<file path="src/rtl/trig_filt_pkg.sv">
package trig_filt_pkg;

  typedef struct packed {
    logic push;    // accepted trigger written into the event buffer
    logic load;    // head of the event buffer moves into the scanner
    logic finish;  // last cube compared, verdict is registered
  } filtStb_t;

endpackage

</file>
<file path="src/rtl/tf_ctrl.sv">
module tf_ctrl
  import trig_filt_pkg::*;
#(
  parameter int NUM_CUBES = 4,
  parameter int BUF_DEPTH = 2,
  parameter int IDX_W     = 2,
  parameter int LEN_W     = 3
) (
  input  logic             clk,
  input  logic             rstN,
  input  logic             trigIn,
  input  logic [LEN_W-1:0] listLen,
  input  logic             ovfClr,
  input  logic             cubeHit,
  output filtStb_t         stb,
  output logic [IDX_W-1:0] scanIdx,
  output logic             verdictStb,
  output logic             verdictFalse,
  output logic             ovfSticky
);

  localparam int CNT_W = $clog2(BUF_DEPTH + 1);

  logic [CNT_W-1:0] count;
  logic             busy;
  logic [IDX_W-1:0] idx;
  logic             hitAcc;

  logic [LEN_W-1:0] effLen;
  logic             inWindow;
  logic             lastStep;
  logic             hitNow;
  logic             accept;

  // clamp the active length to the table size
  always_comb begin
    if (listLen > LEN_W'(NUM_CUBES)) effLen = LEN_W'(NUM_CUBES);
    else                             effLen = listLen;
  end

  assign inWindow = LEN_W'(idx) < effLen;
  assign lastStep = (LEN_W'(idx) + LEN_W'(1)) >= effLen;
  assign hitNow   = cubeHit && inWindow;

  assign stb.load   = !busy && (count != '0);
  assign accept     = (count < CNT_W'(BUF_DEPTH)) || stb.load;
  assign stb.push   = trigIn && accept;
  assign stb.finish = busy && lastStep;
  assign scanIdx    = idx;

  // event buffer occupancy
  always_ff @(posedge clk or negedge rstN) begin
    if (!rstN) begin
      count <= '0;
    end else if (stb.push && !stb.load) begin
      count <= count + CNT_W'(1);
    end else if (!stb.push && stb.load) begin
      count <= count - CNT_W'(1);
    end
  end

  // sequential scanner: one cube per clock
  always_ff @(posedge clk or negedge rstN) begin
    if (!rstN) begin
      busy   <= 1'b0;
      idx    <= '0;
      hitAcc <= 1'b0;
    end else if (stb.load) begin
      busy   <= 1'b1;
      idx    <= '0;
      hitAcc <= 1'b0;
    end else if (busy) begin
      hitAcc <= hitAcc | hitNow;
      if (lastStep) busy <= 1'b0;
      else          idx  <= idx + IDX_W'(1);
    end
  end

  // registered verdict
  always_ff @(posedge clk or negedge rstN) begin
    if (!rstN) begin
      verdictStb   <= 1'b0;
      verdictFalse <= 1'b0;
    end else begin
      verdictStb <= stb.finish;
      if (stb.finish) verdictFalse <= hitAcc | hitNow;
    end
  end

  // sticky overflow: a drop takes priority over a clear
  always_ff @(posedge clk or negedge rstN) begin
    if (!rstN)                 ovfSticky <= 1'b0;
    else if (trigIn && !accept) ovfSticky <= 1'b1;
    else if (ovfClr)            ovfSticky <= 1'b0;
  end

  AST_COUNT_BOUND: assert property (@(posedge clk) disable iff (!rstN)
    count <= CNT_W'(BUF_DEPTH));

  AST_DROP_FLAGS: assert property (@(posedge clk) disable iff (!rstN)
    (trigIn && !accept) |=> ovfSticky);

  AST_CLEAR_WORKS: assert property (@(posedge clk) disable iff (!rstN)
    (ovfClr && !(trigIn && !accept)) |=> !ovfSticky);

  AST_STROBE_PULSE: assert property (@(posedge clk) disable iff (!rstN)
    verdictStb |=> !verdictStb);

  AST_SCAN_WINDOW: assert property (@(posedge clk) disable iff (!rstN)
    (busy && effLen != '0) |-> inWindow);

endmodule

</file>
<file path="src/rtl/tf_datapath.sv">
module tf_datapath
  import trig_filt_pkg::*;
#(
  parameter int SIG_W     = 8,
  parameter int NUM_CUBES = 4,
  parameter int BUF_DEPTH = 2,
  parameter int NUM_SEGS  = 4,
  parameter int IDX_W     = 2,
  parameter int SEG_W     = 2
) (
  input  logic             clk,
  input  logic             rstN,
  input  filtStb_t         stb,
  input  logic [IDX_W-1:0] scanIdx,
  input  logic [SIG_W-1:0] trigVal,
  input  logic             cubeWe,
  input  logic [IDX_W-1:0] cubeWrIdx,
  input  logic [SIG_W-1:0] cubeWrMask,
  input  logic [SIG_W-1:0] cubeWrValue,
  output logic             cubeHit,
  output logic [SEG_W-1:0] nextId,
  output logic [SEG_W-1:0] verdictId
);

  localparam int PTR_W = (BUF_DEPTH > 1) ? $clog2(BUF_DEPTH) : 1;

  logic [SIG_W-1:0] maskArr [NUM_CUBES];
  logic [SIG_W-1:0] valArr  [NUM_CUBES];

  logic [SIG_W-1:0] bufVal [BUF_DEPTH];
  logic [SEG_W-1:0] bufId  [BUF_DEPTH];
  logic [PTR_W-1:0] wrPtr, rdPtr;

  logic [SIG_W-1:0] scanVal;
  logic [SEG_W-1:0] scanId;

  function automatic logic [PTR_W-1:0] ptrNext(input logic [PTR_W-1:0] p);
    return (p == PTR_W'(BUF_DEPTH - 1)) ? '0 : p + PTR_W'(1);
  endfunction

  // off-prime cube table, one register pair per entry
  for (genvar g = 0; g < NUM_CUBES; g++) begin : gCube
    logic [SIG_W-1:0] maskQ, valQ;
    always_ff @(posedge clk or negedge rstN) begin
      if (!rstN) begin
        maskQ <= '0;
        valQ  <= '0;
      end else if (cubeWe && cubeWrIdx == IDX_W'(g)) begin
        maskQ <= cubeWrMask;
        valQ  <= cubeWrValue;
      end
    end
    assign maskArr[g] = maskQ;
    assign valArr[g]  = valQ;
  end

  // compare the scanned value against the current cube
  assign cubeHit = ((scanVal ^ valArr[scanIdx]) & maskArr[scanIdx]) == '0;

  // event buffer storage
  for (genvar b = 0; b < BUF_DEPTH; b++) begin : gSlot
    always_ff @(posedge clk or negedge rstN) begin
      if (!rstN) begin
        bufVal[b] <= '0;
        bufId[b]  <= '0;
      end else if (stb.push && wrPtr == PTR_W'(b)) begin
        bufVal[b] <= trigVal;
        bufId[b]  <= nextId;
      end
    end
  end

  always_ff @(posedge clk or negedge rstN) begin
    if (!rstN) begin
      wrPtr     <= '0;
      rdPtr     <= '0;
      nextId    <= '0;
      scanVal   <= '0;
      scanId    <= '0;
      verdictId <= '0;
    end else begin
      if (stb.push) begin
        wrPtr  <= ptrNext(wrPtr);
        nextId <= (nextId == SEG_W'(NUM_SEGS - 1)) ? '0 : nextId + SEG_W'(1);
      end
      if (stb.load) begin
        rdPtr   <= ptrNext(rdPtr);
        scanVal <= bufVal[rdPtr];
        scanId  <= bufId[rdPtr];
      end
      if (stb.finish) verdictId <= scanId;
    end
  end

  AST_ID_HELD: assert property (@(posedge clk) disable iff (!rstN)
    !stb.push |=> $stable(nextId));

  AST_ID_CHANGES: assert property (@(posedge clk) disable iff (!rstN)
    (stb.push && NUM_SEGS > 1) |=> !$stable(nextId));

endmodule

</file>
<file path="src/rtl/trig_false_filter.sv">
module trig_false_filter
  import trig_filt_pkg::*;
#(
  parameter int SIG_W     = 8,
  parameter int NUM_CUBES = 4,
  parameter int BUF_DEPTH = 2,
  parameter int NUM_SEGS  = 4,
  localparam int IDX_W    = (NUM_CUBES > 1) ? $clog2(NUM_CUBES) : 1,
  localparam int LEN_W    = $clog2(NUM_CUBES + 1),
  localparam int SEG_W    = (NUM_SEGS > 1) ? $clog2(NUM_SEGS) : 1
) (
  input  logic             clk,
  input  logic             rstN,
  input  logic             trigIn,
  input  logic [SIG_W-1:0] trigVal,
  input  logic             cubeWe,
  input  logic [IDX_W-1:0] cubeWrIdx,
  input  logic [SIG_W-1:0] cubeWrMask,
  input  logic [SIG_W-1:0] cubeWrValue,
  input  logic [LEN_W-1:0] listLen,
  input  logic             ovfClr,
  output logic             segOpen,
  output logic [SEG_W-1:0] segOpenId,
  output logic             verdictStb,
  output logic [SEG_W-1:0] verdictId,
  output logic             verdictFalse,
  output logic             ovfSticky
);

  filtStb_t         stb;
  logic [IDX_W-1:0] scanIdx;
  logic             cubeHit;
  logic [SEG_W-1:0] nextId;

  tf_ctrl #(
    .NUM_CUBES (NUM_CUBES),
    .BUF_DEPTH (BUF_DEPTH),
    .IDX_W     (IDX_W),
    .LEN_W     (LEN_W)
  ) u_ctrl (
    .clk          (clk),
    .rstN         (rstN),
    .trigIn       (trigIn),
    .listLen      (listLen),
    .ovfClr       (ovfClr),
    .cubeHit      (cubeHit),
    .stb          (stb),
    .scanIdx      (scanIdx),
    .verdictStb   (verdictStb),
    .verdictFalse (verdictFalse),
    .ovfSticky    (ovfSticky)
  );

  tf_datapath #(
    .SIG_W     (SIG_W),
    .NUM_CUBES (NUM_CUBES),
    .BUF_DEPTH (BUF_DEPTH),
    .NUM_SEGS  (NUM_SEGS),
    .IDX_W     (IDX_W),
    .SEG_W     (SEG_W)
  ) u_dp (
    .clk         (clk),
    .rstN        (rstN),
    .stb         (stb),
    .scanIdx     (scanIdx),
    .trigVal     (trigVal),
    .cubeWe      (cubeWe),
    .cubeWrIdx   (cubeWrIdx),
    .cubeWrMask  (cubeWrMask),
    .cubeWrValue (cubeWrValue),
    .cubeHit     (cubeHit),
    .nextId      (nextId),
    .verdictId   (verdictId)
  );

  assign segOpen   = stb.push;
  assign segOpenId = nextId;

  AST_OPEN_NEEDS_TRIG: assert property (@(posedge clk) disable iff (!rstN)
    segOpen |-> trigIn);

endmodule

</file>
<file path="config.mk">
export PLATFORM = sky130hd
export DESIGN_NAME = trig_false_filter
export DESIGN_NICKNAME = d
export VERILOG_FILES = /design/src/rtl/trig_filt_pkg.sv /design/src/rtl/tf_ctrl.sv /design/src/rtl/tf_datapath.sv /design/src/rtl/trig_false_filter.sv
export SDC_FILE = /design/constraint.sdc
export NUM_CORES = 1
export LEC_CHECK = 0
export BUFFER_PORTS_ARGS = -buffer_cell sky130_fd_sc_hd__buf_4
export CAP_MARGIN = 10
export CORE_AREA = 2 2 103 105
export DETAILED_ROUTE_END_ITERATION = 8
export DIE_AREA = 0 0 105 107
export PLACE_DENSITY = 0.76
export SETUP_SLACK_MARGIN = 0.1
export SYNTH_ARGS = -nofsm -noshare
export SYNTH_HDL_FRONTEND = slang
export SYNTH_SLANG_ARGS = --single-unit
</file>
<file path="constraint.sdc">
create_clock -name clk -period 2.66 [get_ports clk]
set_input_delay 0.266 -clock clk [delete_from_list [all_inputs] [get_ports clk]]
set_output_delay 0.266 -clock clk [all_outputs]
set_load 0.1 [all_outputs]
</file>
==> flow_results.org <==
** Floorplanning
- In this run the count of I/O pins placed on the die edge is 42.
- The floorplan has 37 rows.
- In this run the horizontal extent of the chip is 105 µm.
- Effective utilization at floorplan :: 48.8%
- The floorplan step defined a core boundary enclosing 10100 µm².
- Chip Height :: 107 µm
- The floorplan step defined a die boundary enclosing 11200 µm².

** Cells and area
- Layout cells sized above 1 :: 38.3%
- From synthesis to final layout, the design area changed by 13.3%.
- Design Area, Final :: 5580 µm²
- Measured on the finished design, the core utilization comes to 55.3%.
- Count of antenna diodes in the layout :: 0
- The net count of the finished layout is 452.

** STA
- Final setup viols :: 0
- Final WS setup :: 517 ps
- Minimum clock period :: 2140 ps
- For the pin with the worst max-slew slack, the measured transition is 596 ps.
- The max-slew violation count was 0.
- Final total negative setup slack :: 0 ps
- Largest clock skew in the final design :: 12.0 ps
- Setup repair after global routing left no endpoint under its margin.
- Fin. Hold Viols :: 0
- Hold is met by 71.3 ps.
- In the finished design, the share of the clock period the worst path needs comes to 80.6%.
- Max Fclk :: 467 MHz
- Headroom to the max-slew limit came out at 60.3%.

** Placement
- Before CTS, the worst setup slack after placement is 531 ps.
- The congestion estimate from routability-driven global placement came to 0.756.
- The HPWL after detailed placement is 6.25 mm.
- Total of buffers placed on input and output ports :: 41
- After detailed placement, the total cell area comes to 5360 µm².

** Synthesis
- Sequential elements use 55.4% of the synthesized area.
- Most common cell in the synthesized netlist :: sky130_fd_sc_hd__dfrtp_1
- Synthesis produced 365 cells.
- Syn_nets :: 407
- Share of the synthesized area in the top cell type :: 55.4%
- The commonest cells after synthesis are sky130_fd_sc_hd__dfrtp_1 (109), sky130_fd_sc_hd__mux2_2 (86), sky130_fd_sc_hd__xor2_1 (31).
- In the post-synthesis netlist, the biggest area contributors are sky130_fd_sc_hd__dfrtp_1 (55%), sky130_fd_sc_hd__mux2_2 (20%), sky130_fd_sc_hd__xor2_1 (5.5%).
- The biggest area contributor in the post-synthesis netlist is sky130_fd_sc_hd__dfrtp_1.
- After synthesis the netlist holds a flip-flop and latch count of 109.
- Counting flops with a built-in enable in the synthesized netlist gives 0.
- Post-Synthesis Cell Area :: 4920 µm²
- Average size of a mapped cell :: 13.5 µm²
- Of all flip-flops after synthesis, the portion carrying an async set or reset was 100%.
- For this run, the leading register cell type out of synthesis is sky130_fd_sc_hd__dfrtp_1.
- For this run, the number of Yosys warnings is 0.
- Counting distinct cell types in the post-synthesis netlist gives 40.

** Clock tree
- TritonCTS sink count :: 109
- After clock tree synthesis, the setup repair step added 0 buffers.
- TritonCTS buffer count :: 9
- In this run the number of H-tree levels came out at 3.
- After clock tree synthesis, the clock-pin slew on the worst setup and hold paths is 100 ps.
- In this run the deepest clock path goes through 2 buffers.
- The tree is rooted in a sky130_fd_sc_hd__clkbuf_8.
- Clock latency on the worst-skew pair, taken at its later pin, is 360 ps.
- Clock tree from TritonCTS :: done

** Min path
- Class of the tightest hold or removal check :: in2reg

** Pwr
- IR Drop Worst-Case VDD :: 0.811 mV
- Power per Cell Area :: 1050 nW/µm²
- For this design the static power due to leakage is 2.51 nW.

** Critical path
- Crit Path Class :: reg2reg
- Delay-heaviest family, CP :: compound AO/OA/AOI/OAI gates
- Startpoint type of the worst setup path :: flop
- The largest individual stage delay along the critical path comes from the cell sky130_fd_sc_hd__a21oi_1.
- Data on the critical path is required at its endpoint by 2920 ps.
- Along the worst path, the maximum fanout reaches 22.
- Cells along the critical path :: buf_4 > inv_2 > ha_1 > a21boi_0 > o21ai_0 > a21oi_1 > mux2_2
- For this run, the slowest stage of the critical path takes 380 ps.
- For the worst setup path, the data arrival time is 2400 ps.
- Number of buffers and inverters on the critical path :: 2
- The worst setup path is captured at a flop.

** GRT
- Entering global routing, the biggest net connects 63 pins.
- The initial antenna violation count came to 0.
- Global routing usage summed across all routing layers :: 16.9%
- Wire length of the first global-routing pass :: 14.8 mm
- Global routing finished with a remaining overflow of 0.
- The via count of the first global-routing pass came to 2942.

** Run status
- Status :: finished, final reports clean

** Drt
- Before antenna repair, the detailed router went through 4 iterations.
- Using the TritonRoute via totals, the vias-per-cell ratio works out to 5.14.
- Initial drt markers :: 79
- # DRC :: 0
- DRT Wirelength :: 8.85 mm
- After detailed routing, the average wire length per cell comes to 16.1 µm.
- Vias :: 2832
- In this run the remaining antenna-violating nets after routing total 0.

** Run
- Max-cap violations in this run came to 0.
-- state kept, by name, indices dropped and copies added, names as in the netlist, 2 cells and up --
signal / cells
u_dp.scanVal: 8
u_ctrl.scanIdx: 2
u_dp.bufVal: 16
u_dp.verdictId: 2
u_dp.gCube.maskQ: 32
u_dp.gCube.valQ: 32
u_dp.scanId: 2
u_dp.bufId: 4
u_ctrl.count: 2
u_dp.nextId: 2
-- final timing paths --
| check | cells after the start | endpoint | slack, ps | from |
|---|---|---|---|---|
| min in group asynchronous | 2 | u_dp.bufVal[14] | 430 | rstN |
| max in group asynchronous | 3 | u_dp.gCube[1].maskQ[1] | 1510 | rstN |
| max reg2reg | 7 | u_dp.verdictId[1] | 520 | u_ctrl.scanIdx[0] |
| max | 7 | u_dp.verdictId[1] | 520 | u_ctrl.scanIdx[0] |
| min | 2 | u_ctrl.ovfSticky | 70 | ovfClr |
| min reg2reg | 2 | u_dp.scanId[1] | 500 | u_dp.scanId[1] |
-- kinds of logic (layout without fill, tap and decap cells) --
kind of cell,Yosys count,in the layout,share of synthesized area [%]
DFF,109,109,55.4
muxes,102,102,23.0
buffers and inverters,26,76,3.08
adders and majority gates,8,8,2.03
AOI/OAI and AO/OA,40,40,5.34
and+or+nand+nor,45,45,4.75
xor gates and xnor gates,35,35,6.38
-- power by group --
part | internal [mW] | switching [mW] | total (mW) | leakage [nW]
clock network | 0.474 | 0.554 | 1.03 | 0.106
logic | 0.982 | 1.22 | 2.20 | 1.10
registers | 2.19 | 0.448 | 2.64 | 1.30
total | 3.64 | 2.22 | 5.86 | 2.51
-- per-layer routing --
| metal | vias up | global-route usage (%) | routed length [µm] |
|---|---|---|---|
| li1 | 1368 | - | - |
| met1 | 1425 | 22.1 | 4090 |
| met2 | 34 | 28.3 | 4390 |
| met3 | 5 | 4.50 | 299 |
| met4 | 0 | 4.00 | 78 |
| met5 | - | 0 | 0 |
-- timing repair --
item / in CTS / in global routing
hold buffers: 1 / 0
resized for setup: 0 / 0
endpoints found under the hold margin: 47 / 0
-- through the flow --
stage,std cells,power [mW]
3_3_place_gp,534,4.79
5_1_grt,551,6.25
2_1_floorplan,365,4.38
4_1_cts,551,5.93
6_report,551,5.86
3_5_place_dp,534,4.89
-- layout by cell type, fill, tap and decap left out, drive strengths merged --
master / synthesis / final
inv: 9 / 12
o21ai: 19 / 19
xnor2: 3 / 3
nor4: 1 / 1
dlygate4sd3: 0 / 1
nand4: 1 / 1
buf: 15 / 50
nor3b: 1 / 1
ha: 8 / 8
mux2i: 14 / 14
clkinv: 0 / 1
and2b: 2 / 2
a32oi: 6 / 6
dfrtp: 109 / 109
a21oi: 4 / 4
bufinv: 0 / 1
nor2: 5 / 5
a22oi: 1 / 1
a221oi: 3 / 3
clkbuf: 2 / 11
nand3: 8 / 8
mux2: 88 / 88
xor2: 32 / 32
nand2: 18 / 18
nor2b: 3 / 3
a21boi: 2 / 2
nand3b: 2 / 2
and2: 3 / 3
a31oi: 2 / 2
o2111ai: 1 / 1
o32ai: 1 / 1
nor3: 1 / 1
o22ai: 1 / 1
-- layout make-up --
class / instances / area [µm²]
inverter: 9 / 33.8
timing repair buffer: 51 / 398
multi-input combinational: 230 / 2040
sequential: 109 / 2730
clock inverter: 5 / 63.8
clock buffer: 11 / 141
tap: 136 / 170
fill: 879 / 4520
Note: power is estimated with default switching activity, not from simulation.
